$ cat src/rtl/pdclk_pkg.sv
package pdclk_pkg;
  localparam int WORD_W   = 16;
  localparam int DIV_W    = 7;
  localparam int PRE_W    = 2;
  localparam int PCNT_W   = 3;
  localparam int NSRC     = 3;
  localparam int SEL_W    = $clog2(NSRC);
  localparam int F_PRE    = 8;
  localparam int F_PSEL   = 13;
  localparam int F_ESEL   = 14;
  localparam int F_EN     = 15;

  typedef struct packed {
    logic             en;
    logic             esel;
    logic             psel;
    logic [PRE_W-1:0] pre;
    logic [DIV_W-1:0] div;
  } cfg_t;

  function automatic cfg_t unpack_word(input logic [WORD_W-1:0] w);
    cfg_t c;
    c.en   = w[F_EN];
    c.esel = w[F_ESEL];
    c.psel = w[F_PSEL];
    c.pre  = w[F_PRE +: PRE_W];
    c.div  = w[DIV_W-1:0];
    return c;
  endfunction

  function automatic logic cfg_ok(input cfg_t c);
    return (c.pre != '0) && (c.div >= DIV_W'(2));
  endfunction

  // source edges consumed per predivided tick: code 1/2/3 -> 4/5/6
  function automatic logic [PCNT_W-1:0] pre_edges(input logic [PRE_W-1:0] code);
    return PCNT_W'(code) + PCNT_W'(3);
  endfunction

  function automatic logic [DIV_W-1:0] high_len(input logic [DIV_W-1:0] d);
    return d >> 1;
  endfunction

  function automatic logic [SEL_W-1:0] src_index(input logic esel, input logic psel);
    if (!esel) return SEL_W'(0);
    return psel ? SEL_W'(2) : SEL_W'(1);
  endfunction
endpackage

$ cat src/rtl/pdclk_cfg_stage.sv
module pdclk_cfg_stage
  import pdclk_pkg::*;
(
  input  logic              clk,
  input  logic              rst,
  input  logic              wr_en,
  input  logic [WORD_W-1:0] wr_data,
  output cfg_t              stg,
  output logic              stg_ok
);
  always_ff @(posedge clk) begin
    if (rst)        stg <= '0;
    else if (wr_en) stg <= unpack_word(wr_data);
  end

  assign stg_ok = cfg_ok(stg);

  // a write lands whole in the staging register
  a_r2_write_whole: assert property (@(posedge clk) disable iff (rst)
    wr_en |=> (stg == unpack_word($past(wr_data))));
endmodule

$ cat src/rtl/pdclk_edge_mux.sv
module pdclk_edge_mux
  import pdclk_pkg::*;
(
  input  logic [NSRC-1:0]  src_edge,
  input  logic [SEL_W-1:0] sel,
  output logic             edge_o
);
  logic [NSRC-1:0] hit;

  for (genvar g = 0; g < NSRC; g++) begin : g_src
    assign hit[g] = src_edge[g] && (sel == SEL_W'(g));
  end

  assign edge_o = |hit;
endmodule

$ cat src/rtl/pdclk_prediv.sv
module pdclk_prediv
  import pdclk_pkg::*;
(
  input  logic             clk,
  input  logic             rst,
  input  logic             clr,
  input  logic             edge_i,
  input  logic [PRE_W-1:0] pre_code,
  output logic             tick
);
  logic [PCNT_W-1:0] pcnt;
  logic [PCNT_W-1:0] pe;
  logic              last;

  assign pe   = pre_edges(pre_code);
  assign last = (pcnt == pe - PCNT_W'(1));
  assign tick = !clr && edge_i && last;

  always_ff @(posedge clk) begin
    if (rst || clr)  pcnt <= '0;
    else if (edge_i) pcnt <= last ? '0 : pcnt + PCNT_W'(1);
  end

  // edge count stays below the active ratio in edges
  a_r4_pcnt_range: assert property (@(posedge clk) disable iff (rst)
    !clr |-> (pcnt < pe));
endmodule

$ cat src/rtl/pdclk_gen.sv
module pdclk_gen
  import pdclk_pkg::*;
(
  input  logic              clk,
  input  logic              rst,
  input  logic              wr_en,
  input  logic [WORD_W-1:0] wr_data,
  input  logic [NSRC-1:0]   src_edge,
  output logic              clk_out,
  output logic              cfg_valid
);
  cfg_t             stg, act_q, act_n;
  logic             stg_ok, go;
  logic             run_q, run_n;
  logic [DIV_W-1:0] dcnt_q, dcnt_n;
  logic             src_edge_sel, pre_tick;
  logic             period_end, stop_now;

  pdclk_cfg_stage u_stage (
    .clk(clk), .rst(rst), .wr_en(wr_en), .wr_data(wr_data),
    .stg(stg), .stg_ok(stg_ok)
  );

  pdclk_edge_mux u_mux (
    .src_edge(src_edge), .sel(src_index(act_q.esel, act_q.psel)),
    .edge_o(src_edge_sel)
  );

  pdclk_prediv u_pre (
    .clk(clk), .rst(rst), .clr(!run_q), .edge_i(src_edge_sel),
    .pre_code(act_q.pre), .tick(pre_tick)
  );

  assign cfg_valid  = stg_ok;
  assign go         = stg_ok && stg.en;
  assign period_end = pre_tick && (dcnt_q == act_q.div - DIV_W'(1));
  assign stop_now   = run_q && !go && (dcnt_q >= high_len(act_q.div));

  always_comb begin
    run_n  = run_q;
    dcnt_n = dcnt_q;
    act_n  = act_q;
    if (!run_q) begin
      if (go) begin
        run_n  = 1'b1;
        act_n  = stg;
        dcnt_n = '0;
      end
    end else if (stop_now) begin
      run_n  = 1'b0;
      dcnt_n = '0;
    end else if (pre_tick) begin
      if (period_end) begin
        dcnt_n = '0;
        act_n  = stg;
      end else begin
        dcnt_n = dcnt_q + DIV_W'(1);
      end
    end
  end

  always_ff @(posedge clk) begin
    if (rst) begin
      run_q   <= 1'b0;
      dcnt_q  <= '0;
      act_q   <= '0;
      clk_out <= 1'b0;
    end else begin
      run_q   <= run_n;
      dcnt_q  <= dcnt_n;
      act_q   <= act_n;
      clk_out <= run_n && (dcnt_n < high_len(act_n.div));
    end
  end

  // the active setting only changes at a period start
  a_r7_switch_at_boundary: assert property (@(posedge clk) disable iff (rst)
    (run_q && $past(run_q) && (act_q != $past(act_q))) |-> (dcnt_q == '0));
  // divider count within the active divider value
  a_r5_dcnt_range: assert property (@(posedge clk) disable iff (rst)
    run_q |-> (dcnt_q < act_q.div));
  // no single-cycle high pulse
  a_r9_no_runt: assert property (@(posedge clk) disable iff (rst)
    $rose(clk_out) |=> clk_out);
  // an invalid staged word never raises a low output
  a_r6_invalid_low: assert property (@(posedge clk) disable iff (rst)
    (!cfg_valid && !clk_out) |=> !clk_out);
  // a cleared enable never raises a low output
  a_r8_disabled_low: assert property (@(posedge clk) disable iff (rst)
    (!stg.en && !clk_out) |=> !clk_out);
endmodule

$ cat config.mk
export PLATFORM = sky130hd
export DESIGN_NAME = pdclk_gen
export DESIGN_NICKNAME = d
export VERILOG_FILES = /design/src/rtl/pdclk_pkg.sv /design/src/rtl/pdclk_cfg_stage.sv /design/src/rtl/pdclk_edge_mux.sv /design/src/rtl/pdclk_prediv.sv /design/src/rtl/pdclk_gen.sv
export SDC_FILE = /design/constraint.sdc
export NUM_CORES = 1
export LEC_CHECK = 0
export BUFFER_PORTS_ARGS = -buffer_cell sky130_fd_sc_hd__buf_2
export CAP_MARGIN = 20
export CORE_MARGIN = 5
export CORE_UTILIZATION = 62
export CTS_CLUSTER_DIAMETER = 200
export DETAILED_ROUTE_END_ITERATION = 10
export PLACE_DENSITY_LB_ADDON = 0.08
export SYNTH_ARGS = -nofsm -noshare
export SYNTH_HDL_FRONTEND = slang
export SYNTH_HIERARCHICAL = 1
export SYNTH_SLANG_ARGS = --single-unit
$ cat constraint.sdc
create_clock -name clk -period 8.35 [get_ports clk]
set_input_delay 0.4175 -clock clk [delete_from_list [all_inputs] [get_ports clk]]
set_output_delay 0.4175 -clock clk [all_outputs]
set_load 0.03 [all_outputs]
==> run_results.csv <==
group,metric,value,unit
power,ir_worst_vdd,0.123,mV
floorplanning,die_area,4490,µm²
timing,worst_pin_slew,0.632,ns
worst_setup_path,end_kind,"register",
detailed_routing,drt_iter0_markers,149,
layout,multi_input_area,1230,µm²
placed_design,port_buffers,19,
logic_synthesis,avgSynthCellArea,8.96,µm²
floorplanning,start_util,0.655,
timing,max-slew-margin-rel,0.579,
placed_design,hpwl,3410,µm
detailed_routing,ant_nets,0,
layout,antenna_cells,0,
worst_setup_path,arrival,4.66,ns
worst_setup_path,cp.required,8.65,ns
power,powerDensity,137,nW/µm²
timing,slew_viol_final,0,
layout,nets,279,
detailed_routing,post-route-drc-count,0,
hold_path,hold_path.class,"in2reg",
placed_design,gp_congestion,0.971,
detailed_routing,dr.pass1.iters,4,
run_status,status,"finished clean",
logic_synthesis,async_flop_share,0,
detailed_routing,drt_wl_total,4440,µm
logic_synthesis,synth_cell_type_count,49,
worst_setup_path,cp-start-kind,"register",
timing,fmax,0.230,GHz
timing,finalSetupTns,0,ns
clock_network,holdBufCountCts,0,
floorplanning,coreArea,3080,µm²
layout,num-fill-cells,248,
logic_synthesis,syn_inst,225,
logic_synthesis,ys_ff_latch,35,
logic_synthesis,synth_top_area_frac,0.347,
logic_synthesis,yosys-top-cells-count,"nor2_1 (36), dfxtp_1 (35), mux2i_1 (24)",
clock_network,cts_buffer_depth,2,
worst_setup_path,critPathKind,"reg2reg",
grt,grt.overflow.total,0,
logic_synthesis,yosysTopAreaCell,"dfxtp_1",
timing,period_minus_slack,4.35,ns
floorplanning,fp.dieW,67.0,µm
timing,post-route-period-util,0.521,
logic_synthesis,synth_warnings,6,
clock_network,post-cts-setup-buffers,0,
layout,drive_above_1_share,0.131,
layout,syn_to_final_growth,8.62,%
logic_synthesis,synth_area,2020,µm²
clock_network,root_buffer,"clkbuf_4",
grt,antenna_found_initial,0,
logic_synthesis,synth_area_leaders,"dfxtp_1 (35%), mux2i_1 (12%), ha_1 (8.7%)",
logic_synthesis,synth-edff-count,0,
job,cap_violations,0,
clock_network,cts_tree,"yes",
clock_network,clk_pin_slew_worst_paths,0.11,ns
clock_network,numCtsBuffers,5,
logic_synthesis,yosysSeqAreaShare,0.347,
floorplanning,num_rows,20,
power,fin_total_pwr,301,µW
logic_synthesis,syn-num-nets,261,
layout,seq_area,701,µm²
clock_network,ctsResizeCount,0,
logic_synthesis,ys.flop_type,"dfxtp_1",
grt,grt_pass1_wl,7740,µm
timing,skew,0.00701,ns
grt,track_usage,0.228,
floorplanning,num_io_pins,24,
grt,grt_max_degree,35,
worst_setup_path,cp_max_fo,8,
floorplanning,fp.dieH,67.0,µm
clock_network,htreeDepth,2,
timing,hold_violations,0,
power,p_leak,0.886,nW
clock_network,clk_latency,0.35,ns
logic_synthesis,yosysMostFrequentCell,"nor2_1",
clock_network,cts.sinks,35,
timing,setup_violations,0,
grt,grt_pass1_vias,1680,
detailed_routing,via_per_inst,5.87,
detailed_routing,vias,1691,
detailed_routing,wl_per_cell,15.4,µm
timing,grt_setup_unrepaired,"false",
==> worst max-delay path, cell delays in order (launching register included) <==
cell      delay [ns]
dfxtp_1         0.35
nor2b_1         0.19
mux2i_1         0.09
o21ai_1         0.36
o211a_1         0.27
nor2b_1         0.46
nand3_1         0.23
nor4b_4         0.35
nand3_1         0.13
o22ai_1         0.46
buf_4           0.28
mux2i_1         0.12
ha_1            0.25
a211o_1         0.27
nor3_1          0.26
o2111a_1        0.21
==> where the power goes <==
group	internal, mW	switching, mW
clock network	0.0418	0.0592
logic	0.0112	0.0142
registers	0.171	0.00372
==> cell type report <==
type / count / share of cell area
Clock buffer: 7 / 0.0251
Timing Repair Buffer: 20 / 0.0468
Tap cell: 44 / 0.0251
Inverter: 9 / 0.0154
Multi-Input combinational cell: 172 / 0.564
Sequential cell: 35 / 0.320
Clock inverter: 1 / 0.00400
==> per-stage QoR <==
step	instance area, µm²	cells	setup slack [ns]	hold WS, ns	utilization
final	2190	288	4.00	0.297	0.712
after global routing	2190	288	3.73	0.290	0.712
after CTS	2190	288	4.05	0.300	0.712
after detailed placement	2130	280	4.10	0.490	0.691
after global placement	2130	280	4.24	0.474	0.691
after floorplan	2020	225	5.03	0.460	-
==> path summary, 6_finish.rpt <==
| check | startpoint | depth (start not counted) | slack [ns] | to |
|---|---|---|---|---|
| hold reg to reg | u_stage/stg[10]$_SDFFE_PP0P_ | 2 | 0.51 | act_q[10]$_SDFFE_PP0P_ |
| setup reg to reg | act_q[10]$_SDFFE_PP0P_ | 15 | 4.00 | clk_out$_SDFF_PP0_ |
| hold / removal | wr_data[5] | 3 | 0.30 | u_stage/stg[5]$_SDFFE_PP0P_ |
| setup / recovery | act_q[10]$_SDFFE_PP0P_ | 15 | 4.00 | clk_out$_SDFF_PP0_ |
==> registers in the layout, summed over array words and instances (netlist names) <==
signal       count
act_q           11
dcnt_q           7
run_q            1
u_pre/pcnt       3
clk_out          1
u_stage/stg     12
==> per-layer routing <==
metal	part of all wire	track usage
met4	0.020	0.0734
met1	0.47	0.299
met3	0.060	0.0523
met2	0.45	0.367
met5	0	0
==> cell usage in the layout, fill, tap and decap left out, types with 3 or more instances in the layout <==
master    netlist  final
a21oi_1         8      8
a31oi_1         4      4
buf_2           2     19
clkbuf_4        0      5
dfxtp_1        35     35
ha_1           14     14
inv_1           9      9
mux2i_1        24     24
nand2_1        13     13
nand2b_1        3      3
nand3_1         5      5
nor2_1         36     36
nor2b_1         6      6
nor3_1          5      5
nor4_1          3      3
o21ai_1         3      3
xnor2_1         9      9
xor2_1          4      4
==> cells by family (layout without fill, tap and decap cells) <==
kind of cell | Yosys count | after routing | share of synthesized area
buffers and inverters | 18 | 37 | 0.0403
AO/OA/AOI/OAI | 35 | 35 | 0.124
AND/OR/NAND/NOR | 85 | 85 | 0.218
multiplexers | 25 | 25 | 0.127
adder cells (fa/ha/maj) | 14 | 14 | 0.0868
XOR/XNOR | 13 | 13 | 0.0565
flip-flops | 35 | 35 | 0.347
No activity file was read; power rests on OpenSTA's default activity.
